==> config.mk <==
export PLATFORM = sky130hd
export DESIGN_NAME = uart_stat_top
export DESIGN_NICKNAME = d
export VERILOG_FILES = /design/src/rtl/uart_stat_pkg.sv /design/src/rtl/uart_stat_ctrl.sv /design/src/rtl/uart_stat_dp.sv /design/src/rtl/uart_stat_top.sv
export SDC_FILE = /design/constraint.sdc
export NUM_CORES = 1
export LEC_CHECK = 0
export BUFFER_PORTS_ARGS = -buffer_cell sky130_fd_sc_hd__buf_4
export CAP_MARGIN = 20
export CORE_ASPECT_RATIO = 1.75
export CORE_UTILIZATION = 48
export CTS_CLUSTER_SIZE = 30
export DETAILED_ROUTE_END_ITERATION = 10
export PLACE_DENSITY = 0.77
export SLEW_MARGIN = 10
export SYNTH_ARGS = -nofsm -noshare
export SYNTH_HDL_FRONTEND = slang
export SYNTH_HIERARCHICAL = 1
export SYNTH_SLANG_ARGS = --single-unit
==> constraint.sdc <==
create_clock -name clk -period 1.6 [get_ports clk]
set_input_delay 0.08 -clock clk [delete_from_list [all_inputs] [get_ports clk]]
set_output_delay 0.08 -clock clk [all_outputs]
set_load 0.03 [all_outputs]
==> src/rtl/uart_stat_pkg.sv <==
package uart_stat_pkg;
  // error flag indices; they are also the status bit positions
  localparam int ERR_PAR = 0;
  localparam int ERR_FRM = 1;
  localparam int ERR_NSE = 2;
  localparam int ERR_OVR = 3;
  localparam int NUM_ERR = 4;
  // other status bit positions
  localparam int ST_TXE = 6;
  localparam int ST_RXF = 7;
  // control register enable bits
  localparam int CT_RXIE = 0;
  localparam int CT_TXIE = 1;
  localparam int CT_OVIE = 2;
  localparam int NUM_IE  = 3;

  // strobes from control to datapath, all valid for one cycle
  typedef struct packed {
    logic statRd;
    logic dataRd;
    logic ctrlWr;
    logic dataWr;
    logic accept;
    logic overrunEv;
  } strobe_t;
endpackage

==> src/rtl/uart_stat_ctrl.sv <==
module uart_stat_ctrl
  import uart_stat_pkg::*;
#(
  parameter int ADDR_W    = 2,
  parameter int STAT_ADDR = 0,
  parameter int CTRL_ADDR = 1,
  parameter int DATA_ADDR = 2
) (
  input  logic              clk,
  input  logic              rstN,
  input  logic              busSel,
  input  logic              busWe,
  input  logic [ADDR_W-1:0] busAddr,
  input  logic              rxValid,
  input  logic              rxFull,
  input  logic              ovrFlag,
  output strobe_t           strb
);
  localparam logic [ADDR_W-1:0] A_STAT = ADDR_W'(STAT_ADDR);
  localparam logic [ADDR_W-1:0] A_CTRL = ADDR_W'(CTRL_ADDR);
  localparam logic [ADDR_W-1:0] A_DATA = ADDR_W'(DATA_ADDR);

  logic rdCycle, wrCycle;

  always_comb begin
    rdCycle = busSel && !busWe;
    wrCycle = busSel && busWe;
    strb.statRd = rdCycle && (busAddr == A_STAT);
    strb.dataRd = rdCycle && (busAddr == A_DATA);
    strb.ctrlWr = wrCycle && (busAddr == A_CTRL);
    strb.dataWr = wrCycle && (busAddr == A_DATA);
    // a set overrun flag blocks the receiver entirely
    strb.accept    = rxValid && !ovrFlag && (!rxFull || strb.dataRd);
    strb.overrunEv = rxValid && !ovrFlag && rxFull && !strb.dataRd;
  end

  // nothing is accepted while overrun is set
  a_r5_blocked_on_overrun: assert property (@(posedge clk) disable iff (!rstN)
    ovrFlag |-> !strb.accept);

  // a byte is taken into a full register only alongside a data read
  a_r7_accept_needs_read: assert property (@(posedge clk) disable iff (!rstN)
    (strb.accept && rxFull) |-> strb.dataRd);

  // at most one register access per cycle
  a_r10_one_access: assert property (@(posedge clk) disable iff (!rstN)
    $onehot0({strb.statRd, strb.dataRd, strb.ctrlWr, strb.dataWr}));
endmodule

==> src/rtl/uart_stat_dp.sv <==
module uart_stat_dp
  import uart_stat_pkg::*;
#(
  parameter int DATA_W    = 8,
  parameter int ADDR_W    = 2,
  parameter int STAT_ADDR = 0,
  parameter int CTRL_ADDR = 1,
  parameter int DATA_ADDR = 2
) (
  input  logic              clk,
  input  logic              rstN,
  input  strobe_t           strb,
  input  logic [ADDR_W-1:0] busAddr,
  input  logic [DATA_W-1:0] busWdata,
  output logic [DATA_W-1:0] busRdata,
  input  logic [DATA_W-1:0] rxByte,
  input  logic              rxNoise,
  input  logic              rxFrame,
  input  logic              rxParity,
  input  logic              txAck,
  output logic              rxFull,
  output logic              ovrFlag,
  output logic [DATA_W-1:0] txData,
  output logic              txValid,
  output logic              irq
);
  localparam logic [ADDR_W-1:0] A_STAT = ADDR_W'(STAT_ADDR);
  localparam logic [ADDR_W-1:0] A_CTRL = ADDR_W'(CTRL_ADDR);
  localparam logic [ADDR_W-1:0] A_DATA = ADDR_W'(DATA_ADDR);

  logic               rxFullQ;
  logic [DATA_W-1:0]  rxDataQ;
  logic [NUM_ERR-1:0] errQ, errNext, armQ, armNext;
  logic [NUM_ERR-1:0] errLoad, errSet, errVal;
  logic               txEmptyQ;
  logic [DATA_W-1:0]  txBufQ;
  logic [NUM_IE-1:0]  ctrlQ;

  always_comb begin
    errVal          = '0;
    errVal[ERR_PAR] = rxParity;
    errVal[ERR_FRM] = rxFrame;
    errVal[ERR_NSE] = rxNoise;
  end

  // one flag plus arm bit per error; overrun is set by an event, the rest load with the byte
  for (genvar i = 0; i < NUM_ERR; i++) begin : g_err
    if (i == ERR_OVR) begin : g_ovr
      assign errLoad[i] = 1'b0;
      assign errSet[i]  = strb.overrunEv;
    end else begin : g_byte
      assign errLoad[i] = strb.accept;
      assign errSet[i]  = 1'b0;
    end
    assign errNext[i] = errLoad[i] ? errVal[i] :
                        errSet[i]  ? 1'b1 :
                        (strb.dataRd && armQ[i]) ? 1'b0 : errQ[i];
    assign armNext[i] = errNext[i] &
                        (strb.statRd ? errQ[i] :
                         (strb.dataRd || errLoad[i]) ? 1'b0 : armQ[i]);
  end

  always_ff @(posedge clk) begin
    if (!rstN) begin
      rxFullQ  <= 1'b0;
      rxDataQ  <= '0;
      errQ     <= '0;
      armQ     <= '0;
      txEmptyQ <= 1'b1;
      txBufQ   <= '0;
      ctrlQ    <= '0;
    end else begin
      errQ <= errNext;
      armQ <= armNext;
      if (strb.accept) begin
        rxFullQ <= 1'b1;
        rxDataQ <= rxByte;
      end else if (strb.dataRd) begin
        rxFullQ <= 1'b0;
      end
      if (strb.dataWr) begin
        txEmptyQ <= 1'b0;
        txBufQ   <= busWdata;
      end else if (txAck && !txEmptyQ) begin
        txEmptyQ <= 1'b1;
      end
      if (strb.ctrlWr) ctrlQ <= busWdata[NUM_IE-1:0];
    end
  end

  always_comb begin
    busRdata = '0;
    if (busAddr == A_STAT) begin
      busRdata[ST_RXF]        = rxFullQ;
      busRdata[ST_TXE]        = txEmptyQ;
      busRdata[NUM_ERR-1:0]   = errQ;
    end else if (busAddr == A_CTRL) begin
      busRdata = DATA_W'(ctrlQ);
    end else if (busAddr == A_DATA) begin
      busRdata = rxDataQ;
    end
  end

  assign rxFull  = rxFullQ;
  assign ovrFlag = errQ[ERR_OVR];
  assign txData  = txBufQ;
  assign txValid = !txEmptyQ;
  assign irq     = (rxFullQ & ctrlQ[CT_RXIE]) | (txEmptyQ & ctrlQ[CT_TXIE]) |
                   (errQ[ERR_OVR] & ctrlQ[CT_OVIE]);

  // an accepted byte marks the register full
  a_r2_accept_fills: assert property (@(posedge clk) disable iff (!rstN)
    strb.accept |=> rxFullQ);

  // an overrun event keeps the held byte and raises the flag
  a_r3_keep_held_byte: assert property (@(posedge clk) disable iff (!rstN)
    strb.overrunEv |=> (rxFullQ && $stable(rxDataQ) && errQ[ERR_OVR]));

  // overrun falls only after an armed data read
  a_r4_overrun_clear_path: assert property (@(posedge clk) disable iff (!rstN)
    $fell(errQ[ERR_OVR]) |-> ($past(strb.dataRd) && $past(armQ[ERR_OVR])));

  // an acknowledged byte is retired
  a_r8_tx_retire: assert property (@(posedge clk) disable iff (!rstN)
    (txValid && txAck && !strb.dataWr) |=> !txValid);

  // no request without some enable
  a_r9_irq_needs_enable: assert property (@(posedge clk) disable iff (!rstN)
    irq |-> (ctrlQ != '0));
endmodule

==> src/rtl/uart_stat_top.sv <==
module uart_stat_top
  import uart_stat_pkg::*;
#(
  parameter int DATA_W    = 8,
  parameter int ADDR_W    = 2,
  parameter int STAT_ADDR = 0,
  parameter int CTRL_ADDR = 1,
  parameter int DATA_ADDR = 2
) (
  input  logic              clk,
  input  logic              rstN,
  input  logic              busSel,
  input  logic              busWe,
  input  logic [ADDR_W-1:0] busAddr,
  input  logic [DATA_W-1:0] busWdata,
  output logic [DATA_W-1:0] busRdata,
  input  logic              rxValid,
  input  logic [DATA_W-1:0] rxByte,
  input  logic              rxNoise,
  input  logic              rxFrame,
  input  logic              rxParity,
  output logic [DATA_W-1:0] txData,
  output logic              txValid,
  input  logic              txAck,
  output logic              irq
);
  strobe_t strb;
  logic    rxFull, ovrFlag;

  uart_stat_ctrl #(
    .ADDR_W(ADDR_W), .STAT_ADDR(STAT_ADDR), .CTRL_ADDR(CTRL_ADDR), .DATA_ADDR(DATA_ADDR)
  ) u_ctrl (
    .clk(clk), .rstN(rstN), .busSel(busSel), .busWe(busWe), .busAddr(busAddr),
    .rxValid(rxValid), .rxFull(rxFull), .ovrFlag(ovrFlag), .strb(strb)
  );

  uart_stat_dp #(
    .DATA_W(DATA_W), .ADDR_W(ADDR_W),
    .STAT_ADDR(STAT_ADDR), .CTRL_ADDR(CTRL_ADDR), .DATA_ADDR(DATA_ADDR)
  ) u_dp (
    .clk(clk), .rstN(rstN), .strb(strb), .busAddr(busAddr), .busWdata(busWdata),
    .busRdata(busRdata), .rxByte(rxByte), .rxNoise(rxNoise), .rxFrame(rxFrame),
    .rxParity(rxParity), .txAck(txAck), .rxFull(rxFull), .ovrFlag(ovrFlag),
    .txData(txData), .txValid(txValid), .irq(irq)
  );
endmodule

==> After elaboration in Yosys (flattened, before gate mapping) <==
Index checks and enable logic that the tools add are counted.
{ "totals": {"register_bits": 29, "latch_bits": 0, "mem_bits_rw": 0, "romBits": 0, "inputBits": 27, "out_inout_bits": 18, "word_cells": 68, "mem_count": 0} }
{ "op_classes": {"n_addsub": 0, "n_mul": 0, "div": 0, "order_cmp": 0, "n_eq_ne": 2, "shifts": 0, "mux": 25, "bitwise": 9, "n_reduce_logical": 25} }
{ "ops": {"columns": ["op", "n"], "rows": [
  ["$mux W1", 20],
  ["$mux W8", 2],
  ["$logic_and A1 B1 Y1", 15],
  ["$and A1 B1 Y1", 7],
  ["$logic_not A1 Y1", 5],
  ["$mux W2", 2],
  ["$mux W4", 1],
  ["$reduce_bool A2 Y1", 2],
  ["$eq A2 B1 Y1 const B", 1],
  ["$eq A2 B2 Y1 const B", 1],
  ["$logic_not A2 Y1", 1],
  ["$logic_or A1 B1 Y1", 2],
  ["$or A1 B1 Y1", 2]
]} }

==> Logic depth before layout (Yosys ltp) <==
Gate-level depths: netlist (run 1).
{ "depth": {"depth_word": 9, "depth_mapped": 6, "depth_no_buf": 5} }

==> Cells and area by module <==
Netlist (run 1), hierarchy kept.
{ "by_module_without_submodules": {"columns": ["module", "instances", "cells_each", "area_each_um2", "seq_area_each_um2"], "rows": [
  ["uart_stat_dp", 1, 129, 1234.9, 580.6],
  ["uart_stat_ctrl", 1, 8, 67.6, 0.0]
]} }

==> Worst setup path before layout (run 1) <==
OpenSTA, ideal clock, no wires.
{ "synth_timing": {"path_kind": "reg-to-reg", "startpoint": "register u_dp.errQ[3]", "endpoint": "register u_dp.armQ[2]", "setup_ns": 0.079, "arrival_ns": 1.251, "required_time_ns": 1.521, "path_slack_ns": 0.270, "path_stages_with_launch": 7, "n_path_buf": 2, "period_less_slack_ns": 1.330, "path_cell_list": "dfxtp_1 nand2b_1 o21ba_1 buf_6 buf_4 nand2_1 a211oi_2"} }
{ "synth_rtl": {"columns": ["element", "line", "text"], "rows": [
  ["from (decl)", "uart_stat_dp.sv:33", "logic [NUM_ERR-1:0] errQ, errNext, armQ, armNext;"],
  ["from (signal assigned)", "uart_stat_dp.sv:73", "errQ <= errNext;"],
  ["to (signal assigned)", "uart_stat_dp.sv:74", "armQ <= armNext;"],
  ["to (decl)", "uart_stat_dp.sv:33", null]
]} }

==> results of run 1 <==
## path summary, 6_finish.rpt
kind                                         to  slack, ns            start  cells after the start
worst max-delay path               u_dp/armQ[0]       0.10      u_dp/rxFull                      6
worst min-delay path              u_dp/txEmptyQ       0.02             rstN                      2
worst max register to register     u_dp/armQ[0]       0.10      u_dp/rxFull                      6
worst min register to register  u_dp/rxDataQ[4]       0.50  u_dp/rxDataQ[4]                      2
## power by group
group          switching (mW)  internal, mW
Combinational           0.132         0.131
Clock                   0.268         0.388
Sequential             0.0199         0.754
Total                   0.420          1.27
## kinds of logic after synthesis
family / count (synthesis) / share of synthesized area
and+or+nand+nor: 50 / 0.210
DFF: 29 / 0.446
muxes: 25 / 0.192
AOI/OAI and AO/OA: 19 / 0.0961
buffers and inverters: 14 / 0.0557
## sequential cells by signal, indices dropped and copies added, names as in the netlist
register,count
u_dp/errQ,4
u_dp/ctrlQ,3
u_dp/txEmptyQ,1
u_dp/txData,8
u_dp/rxDataQ,8
u_dp/rxFull,1
u_dp/armQ,4
## cell usage after synthesis
cell      instances  area, um2
and2_1            2       12.5
o21ai_0           4       20.0
nand2_1           9       33.8
and4b_1           1       10.0
a21oi_1           7       35.0
nor4b_2           3       45.0
nor4b_1           1       8.76
a21boi_1          1       7.51
inv_2             1       3.75
a211oi_2          1       12.5
nand2b_1          1       6.26
o21ba_1           1       10.0
and4b_2           1       11.3
clkbuf_1          2       7.51
and4bb_1          1       12.5
buf_4             2       15.0
nand3b_1          3       22.5
buf_6             1       11.3
nor2b_1           2       12.5
a22oi_1           1       7.51
a211oi_1          2       15.0
inv_1             4       15.0
nor3_1            1       5.00
buf_2             4       20.0
o21a_1            1       7.51
a222oi_1          1       10.0
nor2_1           25       93.8
mux2i_1          25        250
dfxtp_1          29        581
## stage by stage
| stage | hold slack (ns) | total power [mW] | cells | instance area [um2] |
|---|---|---|---|---|
| 6_report | 0.0183 | 1.69 | 212 | 1770 |
| 5_1_grt | 0.0282 | 1.76 | 212 | 1770 |
| 4_1_cts | 0.0250 | 1.70 | 212 | 1770 |
| 3_5_place_dp | 0.309 | 1.05 | 204 | 1670 |
| 3_3_place_gp | 0.290 | 1.04 | 204 | 1670 |
| 2_1_floorplan | 0.156 | 0.942 | 137 | 1300 |
## critical path, cell delays in order (launching register included)
cell and delay (ns):
dfxtp_1 0.36, inv_1 0.08, o21ba_1 0.22, buf_12 0.16, nor4b_2 0.26, a21oi_1 0.06, a211oi_1 0.25
## per-layer routing
| layer | GRT usage | routed length [um] | part of all wire | vias up |
|---|---|---|---|---|
| met4 | 0.0753 | 36 | 0.013 | 0 |
| met2 | 0.417 | 1580 | 0.55 | 44 |
| li1 | - | - | - | 566 |
| met5 | 0 | 0 | 0 | - |
| met1 | 0.233 | 1100 | 0.38 | 519 |
| met3 | 0.0596 | 158 | 0.055 | 4 |
## layout make-up
class | instances | area, um2
multi-input combinational | 94 | 649
clock buffer | 7 | 96.3
fill | 212 | 752
clock inverter | 1 | 5.00
tap | 26 | 32.5
timing repair buffer | 50 | 388
inverter | 5 | 18.8
sequential | 29 | 581
==> impl_metrics.csv, run 1 <==
group,metric,value,unit
outcome,status,"finished, final reports clean",
power_and_ir_drop,leakagePower,0.785,nW
cts,path_clk_slew,0.06,ns
finish,final_common_cell,"buf_4",
timing,fin_crit,1.50,ns
cts,numCtsBuffers,5,
detailed_routing,drcViolationCount,0,
synthesis,ys_types,29,
placement,portBuffers,44,
floorplan,num_rows,24,
setup_path,arrival,1.68,ns
cts,cts_num_sinks,29,
detailed_routing,vias,1133,
placement,gp_congestion,0.749,
setup_path,worstSetupEndpointType,"flip-flop",
setup_path,crit_type,"reg2reg",
setup_path,start_kind,"flip-flop",
cts,cts_resized,0,
finish,syn_to_final_growth,35.9,%
timing,fin_crit_sh,0.936,
floorplan,dieArea,2930,um2
timing,setup_viol,0,
timing,clock_skew,0.00283,ns
grt,grt_pass1_wl,4.77,mm
finish,layout_common_cells,"49 x buf_4, 29 x dfxtp_1, 25 x mux2i_1, 25 x nor2_1, 9 x nand2_1",
finish,drive_gt1_frac,0.344,
floorplan,core-area,2520,um2
timing,hold_viol_final,0,
finish,nets,212,
floorplan,die_h,70.9,um
timing,postLayoutSetupSlackWorst,0.103,ns
detailed_routing,wl,2.88,mm
detailed_routing,viasPerCell,5.34,
timing,rsz0062_at_grt,"false",
timing,setup-tns-final,0,ns
floorplan,die_width,41.4,um
grt,antenna_found_initial,0,
synthesis,netlist_area,1300,um2
job,maxCapViolCount,0,
cts,clock_latency,0.28,ns
timing,relSlewSlack,0.704,
finish,n_antenna_cell,0,
timing,tightestPinTransition,0.443,ns
synthesis,ys_ff_latch,29,
synthesis,syn_avg_cell_area,9.51,um2
synthesis,syn_nets,164,
cts,cts_hold_buf,0,
floorplan,start_util,0.516,
cts,cts_setup_buffers,0,
grt,overflow,0,
placement,hpwl,2.14,mm
setup_path,crit_fanout,18,
detailed_routing,drt-initial-drc-count,21,
power_and_ir_drop,vdd_drop_max,672,uV
cts,cts-root-buf,"clkbuf_8",
timing,fmax,668,MHz
detailed_routing,wire_per_inst,13.6,um
cts,cts_tree,"yes",
grt,track_usage,0.231,
detailed_routing,first_pass_iters,5,
grt,grt_pass1_vias,1148,
grt,grt_max_degree,27,
placement,dp_slack,0.111,ns
power_and_ir_drop,power.density,956,nW/um2
floorplan,boundaryPins,45,
min_path,hp-class,"in2reg",
finish,post-route-util,0.702,
synthesis,syn-instance-count,137,
cts,cts_buffer_depth,2,
timing,maxSlewViolCount,0,
cts,h-tree-depth,2,
setup_path,cp_data_required_time,1.78,ns
detailed_routing,ant_nets,0,
synthesis,ys_warn_count,6,
synthesis,ys_seq_area_frac,0.446,
No activity file was read; power rests on OpenSTA's default activity.
==> run 2, diff against run 1 <==
CELL_PAD_IN_SITES_DETAIL_PLACEMENT = 1   (was not set)
CELL_PAD_IN_SITES_GLOBAL_PLACEMENT = 1   (was not set)
CORE_UTILIZATION = 36   (was 48)
CTS_CLUSTER_SIZE = not set   (was 30)
PLACE_DENSITY = not set   (was 0.77)
PLACE_DENSITY_LB_ADDON = 0.1   (was not set)
SETUP_SLACK_MARGIN = 0.4   (was not set)
==> run 2 against run 1 <==
Clock-buffer cell count is the same; critical endpoint is now u_dp/rxDataQ[0]; setup slack improved by 0.14 ns; wire length increased by 33%.
==> impl_metrics.csv, run 2 (synthesis results as in run 1) <==
group,metric,value,unit
cts,cts_hold_buf,0,
finish,n_antenna_cell,0,
finish,final_common_cell,"buf_4",
finish,nets,216,
outcome,status,"finished, final reports clean",
setup_path,regToRegSetupSlack,0.24,ns
cts,cts_num_sinks,29,
detailed_routing,first_pass_iters,4,
cts,cts_buffer_depth,2,
grt,grt_max_degree,27,
grt,track_usage,0.215,
power_and_ir_drop,power.density,879,nW/um2
timing,clock_skew,0.00314,ns
placement,hpwl,2.55,mm
floorplan,die_width,47.5,um
cts,numCtsBuffers,5,
cts,cts-root-buf,"clkbuf_8",
timing,fin_crit_sh,0.849,
setup_path,crit_type,"reg2reg",
timing,holdWs,0.0151,ns
setup_path,r2r_end,"u_dp/rxDataQ[0]",
finish,syn_to_final_growth,47.8,%
detailed_routing,viasPerCell,5.09,
setup_path,cp-endpoint,"u_dp/rxDataQ[0]",
finish,drive_gt1_frac,0.450,
floorplan,start_util,0.379,
cts,cts_tree,"yes",
grt,overflow,0,
timing,fmax,736,MHz
timing,maxSlewViolCount,0,
grt,grt_pass1_vias,1257,
floorplan,core-area,3430,um2
placement,gp_congestion,0.737,
setup_path,crit_fanout,5,
setup_path,rr_startpoint,"u_dp/errQ[3]",
grt,grt_pass1_wl,5.64,mm
detailed_routing,wl,3.84,mm
timing,tightestPinTransition,0.492,ns
setup_path,start_kind,"flip-flop",
power_and_ir_drop,vdd_drop_max,725,uV
placement,portBuffers,44,
cts,clock_latency,0.28,ns
detailed_routing,wire_per_inst,16.4,um
floorplan,dieArea,3870,um2
timing,fin_crit,1.36,ns
power_and_ir_drop,leakagePower,0.803,nW
finish,layout_common_cells,"47 x buf_4, 25 x nor2_1, 24 x mux2i_1, 20 x dfxtp_1",
timing,hold_viol_final,0,
timing,setup-tns-final,0,ns
setup_path,reg2reg_depth,5,
cts,path_clk_slew,0.06,ns
setup_path,arrival,1.50,ns
detailed_routing,vias,1190,
setup_path,worstSetupEndpointType,"flip-flop",
timing,rsz0062_at_grt,"true",
finish,n_fill_cell,422,
floorplan,die_h,81.6,um
timing,setup_viol,0,
detailed_routing,drt-initial-drc-count,14,
cts,h-tree-depth,2,
detailed_routing,ant_nets,0,
setup_path,startpoint,"u_dp/errQ[3]",
job,maxCapViolCount,0,
setup_path,cp_data_required_time,1.74,ns
floorplan,num_rows,28,
min_path,hp-class,"in2reg",
timing,relSlewSlack,0.671,
floorplan,boundaryPins,45,
detailed_routing,drcViolationCount,0,
grt,antenna_found_initial,0,
==> run 2: cell count changes in the layout (fill, tap and decap cells not counted), moves of 3 or more <==
cell / change
dfxtp_1: -9
dfxtp_2: +8
o21ba_4: +4
buf_6: +3
nor4b_2: -3
nor4b_4: +3
o21ai_0: -3
o21ai_1: +3
==> run 2: how the worst min path moves through the flow <==
stage                     start       endpoint  slack [ns]  cells past startpoint
after floorplan            rstN  u_dp/txEmptyQ        0.16                      1
after global placement     rstN  u_dp/txEmptyQ        0.29                      2
after detailed placement   rstN  u_dp/txEmptyQ        0.31                      2
after CTS                  rstN  u_dp/txEmptyQ       0.009                      2
after global routing       rstN  u_dp/txEmptyQ        0.02                      2
final                      rstN  u_dp/txEmptyQ        0.02                      2
==> run 2: report_power, final <==
part / leakage (nW) / switching (mW) / total [mW] / internal (mW)
clock: 0.0443 / 0.251 / 0.591 / 0.340
sequential: 0.240 / 0.0259 / 0.781 / 0.756
combinational: 0.519 / 0.160 / 0.321 / 0.161
==> run 2: critical path: stages (launching register included) <==
cell and delay, ns:
dfxtp_2 0.34, nand2b_4 0.17, o21ba_4 0.32, buf_12 0.13, mux2i_2 0.20, nor2_1 0.06
==> run 2: per-stage QoR <==
step           total power, mW  setup WS, ns  cell area (um2)  utilization  std cells
2_1_floorplan            0.955         0.353             1330            -        137
3_5_place_dp              1.05         0.158             1670        0.486        219
4_1_cts                   1.68         0.290             1830        0.534        231
3_3_place_gp              1.04         0.284             1670        0.486        219
5_1_grt                   1.77         0.196             1930        0.561        234
6_report                  1.69         0.241             1930        0.561        234
==> run 2: area by class of cell <==
| class | count | area, um2 | share of cell area |
|---|---|---|---|
| Sequential cell | 29 | 594 | 0.309 |
| Tap cell | 45 | 56.3 | 0.0292 |
| Inverter | 5 | 18.8 | 0.00975 |
| Timing Repair Buffer | 51 | 407 | 0.211 |
| Clock buffer | 7 | 86.3 | 0.0448 |
| Multi-Input combinational cell | 97 | 763 | 0.396 |
==> run 2: timing repair <==
action / 4_1_cts / 5_1_grt
pin swaps: 4 / 4
setup endpoints to repair: 18 / 18
buffers inserted: 2 / 3
resized for setup: 11 / 16
cloned: 3 / 0
hold endpoints to repair: 0 / 0
==> run 2: metal layers <==
metal | track usage | part of all wire
met5 | 0 | 0
met4 | 0.114 | 0.029
met3 | 0.0527 | 0.037
met2 | 0.390 | 0.58
met1 | 0.207 | 0.35
==> run 3, diff against run 2 <==
CORE_UTILIZATION = 32   (was 36)
clock period = 1.15 ns   (was 1.6 ns; I/O delays follow)
==> run 3 against run 2 <==
Sequential power grew 40%; the run now ends with setup timing left; highest routed layer unchanged; final area grew 17%; combinational power grew 72%; largest power group is now clock; global-route usage fell by 1.5 points; core utilization grew 1.8 points; critical path type is now reg2out; cell count increased by 7.7%; sequential share of layout area shrank 4.1 points.
==> impl_metrics.csv, run 3 (synthesis results as in run 1) <==
group,metric,value,unit
floorplan,num_rows,30,
detailed_routing,drt-initial-drc-count,23,
timing,fin_crit_sh,1.18,
grt,met1_usage,0.194,
detailed_routing,ant_nets,0,
finish,layout_common_cells,"36 x buf_4, 25 x buf_6, 22 x nor2_1, 21 x mux2i_1, 16 x dfxtp_2",
grt,grt_max_degree,27,
job,maxCapViolCount,0,
timing,postLayoutSetupSlackWorst,-0.209,ns
grt,antenna_found_initial,0,
finish,nets,230,
min_path,worstHoldStart,"busWdata[5]",
detailed_routing,wire_per_inst,16.8,um
grt,grt-busiest-layer,"met2",
power_and_ir_drop,power.density,1220,nW/um2
floorplan,die_h,86.4,um
power_and_ir_drop,vdd_drop_max,880,uV
setup_path,startpoint,"u_dp/rxFull",
setup_path,arrival,1.30,ns
finish,n_fill_cell,444,
cts,clock_latency,0.29,ns
grt,grtUsageMet3,0.0526,
placement,portBuffers,44,
power_and_ir_drop,leakagePower,0.937,nW
floorplan,boundaryPins,45,
setup_path,cp_data_required_time,1.09,ns
timing,tightestPinTransition,0.516,ns
cts,cts_tree,"yes",
cts,path_clk_slew,0.06,ns
timing,setup_viol,17,
grt,overflow,0,
detailed_routing,viasPerCell,4.99,
placement,gp_congestion,0.706,
floorplan,core-area,3900,um2
timing,rsz0062_at_grt,"true",
finish,drive_gt1_frac,0.608,
finish,n_antenna_cell,0,
outcome,failed_checks,"setup timing",
placement,dp_slack,-0.134,ns
timing,maxSlewViolCount,0,
detailed_routing,vias,1258,
timing,clock_skew,0.00480,ns
detailed_routing,drcViolationCount,0,
grt,grtUsageMet2,0.376,
min_path,hp-class,"in2reg",
cts,numCtsBuffers,5,
setup_path,start_kind,"flip-flop",
placement,dp.cells,232,
finish,final_common_cell,"buf_4",
grt,grt_pass1_vias,1314,
finish,register_area,604,um2
placement,hpwl,2.63,mm
setup_path,crit_type,"reg2out",
outcome,status,"finished, violations left",
timing,setup-tns-final,-2.37,ns
cts,h-tree-depth,2,
floorplan,die_width,50.2,um
timing,fin_crit,1.36,ns
finish,syn_to_final_growth,73.5,%
floorplan,start_util,0.334,
detailed_routing,wl,4.23,mm
finish,final_cells,252,
timing,relSlewSlack,0.656,
detailed_routing,first_pass_iters,4,
finish,final_area,2260,um2
cts,cts_num_sinks,29,
timing,fmax,736,MHz
placement,place_area,1800,um2
grt,track_usage,0.200,
setup_path,worstSetupEndpointType,"output port",
power_and_ir_drop,p_total,2.75,mW
cts,cts_buffer_depth,2,
finish,multi_input_area,783,um2
setup_path,rr_startpoint,"u_dp/rxFull",
cts,cts-root-buf,"clkbuf_8",
timing,hold_viol_final,0,
grt,grt_pass1_wl,6.28,mm
floorplan,dieArea,4340,um2
setup_path,crit_fanout,2,
-- run 3: cell types whose count changed in the layout (fill, tap and decap cells not counted), sizes merged --
| cell | before | now |
|---|---|---|
| o21ba | 4 | 1 |
| dlygate4sd3 | 0 | 1 |
| buf | 51 | 66 |
| clkbuf | 7 | 8 |
| bufinv | 0 | 1 |
-- run 3: path summary, 6_finish.rpt --
path	to	slack, ns	cells after the start
min	u_dp/txData[5]	0.009	3
max	irq	-0.21	4
max reg2reg	u_dp/armQ[1]	-0.18	6
min reg2reg	u_dp/txData[1]	0.50	2
-- run 3: what timing repair did --
action	4_1_cts	5_1_grt
gates resized for setup	54	12
pin swaps	7	4
hold endpoints to repair	1	0
setup buffers	5	5
setup endpoints to repair	46	46
hold buffers	1	0
cloned	1	0
-- run 3: cell type report --
type	instances	area share
Multi-Input combinational cell	94	0.347
Timing Repair Buffer	68	0.300
Sequential cell	29	0.267
Clock buffer	7	0.0382
Tap cell	48	0.0266
Clock inverter	1	0.0133
Inverter	5	0.00831
-- run 3: power by group --
group          total (mW)  internal (mW)  leakage [nW]  switching (mW)
sequential           1.09           1.05         0.243          0.0358
combinational       0.553          0.301         0.636           0.252
clock                1.11          0.706        0.0585           0.407
-- run 3: critical path, cell delays in order (launching register included) --
cell	delay, ns
dfxtp_2	0.33
buf_6	0.12
a222oi_1	0.37
inv_2	0.06
buf_6	0.14
-- run 3: stage by stage --
| step | hold slack (ns) | utilization |
|---|---|---|
| 2_1_floorplan | 0.134 | - |
| 3_3_place_gp | 0.288 | 0.461 |
| 3_5_place_dp | 0.288 | 0.461 |
| 4_1_cts | 0.00478 | 0.551 |
| 5_1_grt | 0.0152 | 0.579 |
| 6_report | 0.00922 | 0.579 |
-- run 3: per-layer routing --
metal	vias to the layer above	wire length, um
li1	601	-
met1	615	1490
met2	37	2510
met3	5	159
met4	0	77
met5	-	0
